[src/rtl/rxbuf_ac_pkg.sv]
package rxbuf_ac_pkg;

  typedef enum logic [1:0] {
    CAUSE_FULL  = 2'd0,
    CAUSE_ZLP   = 2'd1,
    CAUSE_SHORT = 2'd2,
    CAUSE_TCNT  = 2'd3
  } cause_e;

  typedef enum logic [1:0] {
    XS_1B  = 2'd0,
    XS_2B  = 2'd1,
    XS_4B  = 2'd2,
    XS_16B = 2'd3
  } xsize_e;

  typedef enum logic [1:0] {
    ST_IDLE   = 2'd0,
    ST_FILLED = 2'd1,
    ST_HOLD   = 2'd2
  } state_e;

  localparam int unsigned BEAT_W = 5;

  function automatic logic [BEAT_W-1:0] beat_bytes(input logic [1:0] code);
    case (code)
      XS_1B:   beat_bytes = 5'd1;
      XS_2B:   beat_bytes = 5'd2;
      XS_4B:   beat_bytes = 5'd4;
      default: beat_bytes = 5'd16;
    endcase
  endfunction

endpackage

[src/rtl/rxbuf_ac_decide.sv]
module rxbuf_ac_decide
  import rxbuf_ac_pkg::*;
(
  input  logic       dir_read_i,
  input  logic       auto_clr_en_i,
  input  logic       rdy_mode_i,
  input  logic [1:0] cause_i,
  input  logic       xend_en_i,
  input  logic [1:0] xfer_size_i,
  input  logic       dma_xend_i,
  output logic       auto_eff_o,
  output logic       need_clr_o,
  output logic       xend_hit_o
);

  logic is_zlp, is_short_or_cnt;

  // auto clear only meaningful when draining toward DMA
  assign auto_eff_o = auto_clr_en_i & dir_read_i;

  assign is_zlp          = (cause_i == CAUSE_ZLP);
  assign is_short_or_cnt = (cause_i == CAUSE_SHORT) || (cause_i == CAUSE_TCNT);

  always_comb begin
    need_clr_o = 1'b0;
    if (!auto_eff_o) begin
      if (is_zlp)                       need_clr_o = 1'b1;
      else if (is_short_or_cnt && rdy_mode_i) need_clr_o = 1'b1;
    end
  end

  // 16-byte transfers cannot use end sampling
  assign xend_hit_o = xend_en_i & dma_xend_i & (xfer_size_i != XS_16B);

endmodule

[src/rtl/rxbuf_ac_drain.sv]
module rxbuf_ac_drain
  import rxbuf_ac_pkg::*;
#(
  parameter int unsigned CNT_W = 7
) (
  input  logic             clk_i,
  input  logic             rst_ni,
  input  logic             clear_i,
  input  logic             load_i,
  input  logic [CNT_W-1:0] load_cnt_i,
  input  logic             consume_i,
  input  logic [1:0]       size_i,
  output logic [CNT_W-1:0] cnt_o,
  output logic [CNT_W-1:0] ptr_o,
  output logic             empty_o
);

  localparam int unsigned XW = CNT_W + BEAT_W;

  logic [CNT_W-1:0] cnt_q, ptr_q, take;
  logic [XW-1:0]    beat_x, cnt_x;

  assign beat_x = {{CNT_W{1'b0}}, beat_bytes(size_i)};
  assign cnt_x  = {{BEAT_W{1'b0}}, cnt_q};
  assign take   = (beat_x < cnt_x) ? beat_x[CNT_W-1:0] : cnt_q;

  always_ff @(posedge clk_i or negedge rst_ni) begin
    if (!rst_ni) begin
      cnt_q <= '0;
      ptr_q <= '0;
    end else if (clear_i) begin
      cnt_q <= '0;
      ptr_q <= '0;
    end else if (load_i) begin
      cnt_q <= load_cnt_i;
      ptr_q <= '0;
    end else if (consume_i) begin
      cnt_q <= cnt_q - take;
      ptr_q <= ptr_q + take;
    end
  end

  assign cnt_o   = cnt_q;
  assign ptr_o   = ptr_q;
  assign empty_o = (cnt_q == '0);

endmodule

[src/rtl/rxbuf_autoclr.sv]
module rxbuf_autoclr
  import rxbuf_ac_pkg::*;
#(
  parameter int unsigned MAX_PKT = 64,
  localparam int unsigned CNT_W  = $clog2(MAX_PKT + 1)
) (
  input  logic             clk_i,
  input  logic             rst_ni,
  input  logic             dir_read_i,
  input  logic             auto_clr_en_i,
  input  logic             rdy_mode_i,
  input  logic             xend_en_i,
  input  logic [1:0]       xfer_size_i,
  input  logic             pkt_end_i,
  input  logic [1:0]       pkt_cause_i,
  input  logic [CNT_W-1:0] pkt_bytes_i,
  input  logic             rd_stb_i,
  input  logic             dma_xend_i,
  input  logic             sw_clr_i,
  output logic             buf_valid_o,
  output logic             cause_vld_o,
  output logic [1:0]       cause_o,
  output logic [CNT_W-1:0] byte_cnt_o,
  output logic [CNT_W-1:0] rd_ptr_o,
  output logic             auto_clr_o,
  output logic             clr_req_o
);

  localparam logic [CNT_W-1:0] MAX_CNT = CNT_W'(MAX_PKT);

  state_e           state_q, state_d;
  logic [1:0]       cause_q;
  logic             clr_req_q;
  logic             auto_eff, need_clr, xend_hit;
  logic             accept, drained, release_buf, drain_clear, consume, empty;
  logic [CNT_W-1:0] load_cnt;

  rxbuf_ac_decide u_decide (
    .dir_read_i    (dir_read_i),
    .auto_clr_en_i (auto_clr_en_i),
    .rdy_mode_i    (rdy_mode_i),
    .cause_i       (pkt_cause_i),
    .xend_en_i     (xend_en_i),
    .xfer_size_i   (xfer_size_i),
    .dma_xend_i    (dma_xend_i),
    .auto_eff_o    (auto_eff),
    .need_clr_o    (need_clr),
    .xend_hit_o    (xend_hit)
  );

  assign load_cnt = (pkt_bytes_i > MAX_CNT) ? MAX_CNT : pkt_bytes_i;

  assign accept      = pkt_end_i && (state_q == ST_IDLE) && !sw_clr_i;
  assign drained     = (state_q == ST_FILLED) && (empty || xend_hit);
  // pending request forces hold; otherwise buffer goes back to idle
  assign release_buf = drained && !clr_req_q && !sw_clr_i;
  assign drain_clear = sw_clr_i || release_buf;
  assign consume     = rd_stb_i && (state_q == ST_FILLED) && !drained && !sw_clr_i;

  rxbuf_ac_drain #(.CNT_W(CNT_W)) u_drain (
    .clk_i      (clk_i),
    .rst_ni     (rst_ni),
    .clear_i    (drain_clear),
    .load_i     (accept),
    .load_cnt_i (load_cnt),
    .consume_i  (consume),
    .size_i     (xfer_size_i),
    .cnt_o      (byte_cnt_o),
    .ptr_o      (rd_ptr_o),
    .empty_o    (empty)
  );

  always_comb begin
    state_d = state_q;
    if (sw_clr_i) begin
      state_d = ST_IDLE;
    end else begin
      case (state_q)
        ST_IDLE:   if (accept) state_d = ST_FILLED;
        ST_FILLED: if (drained) state_d = clr_req_q ? ST_HOLD : ST_IDLE;
        ST_HOLD:   state_d = ST_HOLD;
        default:   state_d = ST_IDLE;
      endcase
    end
  end

  always_ff @(posedge clk_i or negedge rst_ni) begin
    if (!rst_ni) begin
      state_q   <= ST_IDLE;
      cause_q   <= '0;
      clr_req_q <= 1'b0;
    end else begin
      state_q <= state_d;
      if (sw_clr_i || release_buf) cause_q <= '0;
      else if (accept)             cause_q <= pkt_cause_i;
      if (sw_clr_i)                clr_req_q <= 1'b0;
      else if (accept && need_clr) clr_req_q <= 1'b1;
    end
  end

  assign buf_valid_o = (state_q == ST_FILLED);
  assign cause_vld_o = (state_q != ST_IDLE);
  assign cause_o     = cause_q;
  assign auto_clr_o  = release_buf && auto_eff;
  assign clr_req_o   = clr_req_q;

endmodule

[config.mk]
export PLATFORM = sky130hd
export DESIGN_NAME = rxbuf_autoclr
export DESIGN_NICKNAME = d
export VERILOG_FILES = /design/src/rtl/rxbuf_ac_pkg.sv /design/src/rtl/rxbuf_ac_decide.sv /design/src/rtl/rxbuf_ac_drain.sv /design/src/rtl/rxbuf_autoclr.sv
export SDC_FILE = /design/constraint.sdc
export NUM_CORES = 1
export LEC_CHECK = 0
export ABC_CLOCK_PERIOD_IN_PS = 3000
export BUFFER_PORTS_ARGS = -buffer_cell sky130_fd_sc_hd__buf_4
export CAP_MARGIN = 20
export CORE_MARGIN = 3
export CORE_UTILIZATION = 48
export CTS_CLUSTER_SIZE = 24
export DETAILED_ROUTE_END_ITERATION = 12
export MAX_ROUTING_LAYER = met4
export PLACE_DENSITY_LB_ADDON = 0.12
export SETUP_SLACK_MARGIN = 0.2
export SLEW_MARGIN = 20
export SYNTH_ARGS = -nofsm -noshare
export SYNTH_HDL_FRONTEND = slang
export SYNTH_SLANG_ARGS = --single-unit
[constraint.sdc]
create_clock -name clk_i -period 3 [get_ports clk_i]
set_clock_uncertainty 0.05 [all_clocks]
set_input_delay 0.3 -clock clk_i [delete_from_list [all_inputs] [get_ports clk_i]]
set_output_delay 0.3 -clock clk_i [all_outputs]
set_load 0.02 [all_outputs]
==> run_results.csv <==
group,metric,value,unit
outcome,outcome,"finished with violations",
outcome,failed_checks,"setup timing",
clocking,htreeDepth,1,
worst_setup_path,slowest_stage,"dfrtp_1",
floorplanning,ios,41,
worst_setup_path,worstPathRequired,3.15,ns
route,vias,1725,
placed_design,dp_cells,288,
synthesis,synth_edf_count,0,
synthesis,synth_top_flop_cell,"dfrtp_1",
global_routing,grt_antenna_before_repair,0,
sta,layout_setup_ws,-0.0665,ns
worst_setup_path,cp_max_fo,6,
synthesis,synthCells,190,
sta,fin_setup_tns,-0.0665,ns
floorplanning,dieArea,0.00414,mm²
synthesis,yosys_register_bits,19,
power,peakVddDrop,0.277,mV
sta,setup_viol,1,
synthesis,netlist_area,0.00164,mm²
clocking,cts_root_buffer,"clkbuf_4",
clocking,clk_pin_slew,0.11,ns
worst_setup_path,cp-start-kind,"flip-flop",
finish,fill_cells,271,
worst_setup_path,worstSetupEndpoint,"u_drain.cnt_o[4]",
global_routing,grtUsageTotal,24.7,%
flow_run,drv_cap,0,
finish,drive_above_1_share,41.6,%
worst_setup_path,crit_chain,"or3_1 -> o31a_1 -> mux2_4 -> ha_4 -> fa_2 -> nor2b_4 -> nor2_1 -> nand2_1 -> xnor2_2 -> a2111oi_4",
worst_hold_path,hp-start,"sw_clr_i",
finish,finalNonFillerCells,299,
worst_hold_path,hold_path.class,"input port to flip-flop",
worst_setup_path,r2r_end,"u_drain.cnt_o[4]",
floorplanning,die_y,64.4,µm
finish,n_antenna_cell,0,
synthesis,ys_warn_count,0,
synthesis,synth.avg_cell_area,8.61,µm²
clocking,clk_latency,0.30,ns
synthesis,synth_fp_nets,226,
synthesis,synth-async-reset-ratio,100,%
power,p_leak,1.10,nW
route,wl_per_cell,16.5,µm
route,finalWirelength,4920,µm
worst_setup_path,arrival,3.22,ns
worst_setup_path,r2r_cells,10,
worst_setup_path,startpoint,"u_drain.cnt_o[6]",
route,ant_nets,0,
sta,period_needed,3.07,ns
floorplanning,die-width,64.4,µm
finish,multi_input_area,0.00120,mm²
clocking,clockBufferDepth,2,
route,wl_met1,1960,µm
worst_setup_path,max_stage_delay,0.49,ns
global_routing,gr-total-overflow,0,
sta,fmax,326,MHz
route,wl_met3,312,µm
synthesis,ys_seq_area_share,29.1,%
finish,final_cell_mix,"buf_4 (68), nand2_1 (21), dfrtp_1 (17)",
finish,area_growth,42.1,%
sta,drv_slew,0,
synthesis,ys_types,52,
global_routing,first_global_vias,1718,
sta,period_share,102,%
sta,tightest_slew,0.529,ns
floorplanning,core,0.00315,mm²
route,drc,0,
clocking,cts.sinks,19,
finish,layout_commonest_cell,"buf_4",
global_routing,grt_pass1_wl,7940,µm
floorplanning,start_util,51.9,%
route,drt_first_pass_iters,4,
sta,timing.slew.headroom,64.6,%
sta,hold_slack,0.179,ns
finish,final_cell_area,0.00232,mm²
route,dr.max_layer_used,"met4",
clocking,cts_tree,"built",
sta,hold_viol,0,
sta,rsz0062_at_grt,"true",
placed_design,placement.cell_area,0.00215,mm²
worst_setup_path,r2r_setup_slack,-0.07,ns
route,drtIter0Drc,94,
finish,final_nets,292,
clocking,numCtsBuffers,3,
worst_setup_path,reg2reg_from,"u_drain.cnt_o[6]",
worst_setup_path,crit_type,"flip-flop to flip-flop",
placed_design,gp_congestion,0.923,
placed_design,port_buffers,40,
power,power,1.29,mW
power,p_per_area,557,mW/mm²
global_routing,grt_max_degree,20,
placed_design,hpwlAfterDp,3510,µm
route,met2_length,2510,µm
floorplanning,row_count,20,
worst_setup_path,endpoint_kind,"flip-flop",
route,viasPerCell,5.77,
finish,register_area,478,µm²
-- layer usage --
metal,vias to the layer above,track usage (%)
met4,0,6.60
met1,812,30.1
met3,18,3.34
met5,-,-
met2,77,43.0
li1,818,-
-- cells by family after synthesis --
family                   synth area share (%)
adder cells (fa/ha/maj)                  12.4
multiplexers                             5.28
AO/OA/AOI/OAI                            23.3
buffers and inverters                    5.51
AND/OR/NAND/NOR                          21.6
XOR/XNOR                                 2.68
other                                   0.229
flip-flops                               29.1
-- how the worst min path moves through the flow --
| stage | end | slack, ns | cells after the start |
|---|---|---|---|
| 2_1_floorplan | cause_o[0] | -0.05 | 0 |
| 3_3_place_gp | state_q[1] | 0.14 | 1 |
| 3_5_place_dp | state_q[0] | 0.14 | 1 |
| 4_1_cts | state_q[0] | 0.16 | 2 |
| 5_1_grt | state_q[1] | 0.17 | 2 |
| 6_report | clr_req_o | 0.18 | 2 |
-- layout make-up --
cell class | count | share of cell area (%)
clock buffers | 4 | 1.13
multi-input cells | 152 | 51.7
inverters | 11 | 1.78
flip-flops and latches | 19 | 20.6
well taps | 44 | 2.37
repair buffers | 69 | 22.4
-- flip-flops by register name, summed over array words and instances (netlist names) --
signal	cells
cause_o	2
clr_req_o	1
state_q	2
u_drain.cnt_o	7
u_drain.ptr_o	7
-- where the power goes --
| group | total (mW) | switching, mW | internal (mW) |
|---|---|---|---|
| Clock | 0.137 | 0.0855 | 0.0519 |
| Sequential | 0.304 | 0.0233 | 0.281 |
| Combinational | 0.852 | 0.432 | 0.420 |
| Total | 1.29 | 0.541 | 0.753 |
-- through the flow --
stage / utilization [%] / worst slack, ns
6_report: 73.7 / -0.0665
5_1_grt: 73.7 / -0.128
4_1_cts: 72.0 / 0.0439
3_5_place_dp: 68.2 / -0.185
3_3_place_gp: 68.2 / -0.0634
2_1_floorplan: - / 0.0229
-- what timing repair did --
item	in CTS	in global routing
endpoints found under the hold margin	19	0
hold buffers	1	0
gates resized for setup	7	10
pin swaps	10	13
endpoints found under the setup margin	8	11
setup buffers	5	1
-- synth_stat cells (all sizes together) (4+ instances only) --
library cell  number  area share [%]
nor2              14             3.7
nand2             21             4.8
inv               11             2.5
o21ai             10             3.1
buf                6             2.5
mux2               5             3.4
dfrtp             19              29
o22ai              5             2.3
a21oi             15             4.8
nor3               4             1.2
nand3              9             2.8
ha                13             9.9
nor2b              5             1.9
-- worst max-delay path, delay by kind of cell (launching register included) --
family / cells / cell delay [ns]
flops: 1 / 0.49
xor+xnor: 1 / 0.09
mux: 1 / 0.36
fa+ha+maj: 2 / 0.59
compound gates: 2 / 0.70
simple gates: 4 / 0.69
Note: power is estimated with default switching activity, not from simulation.
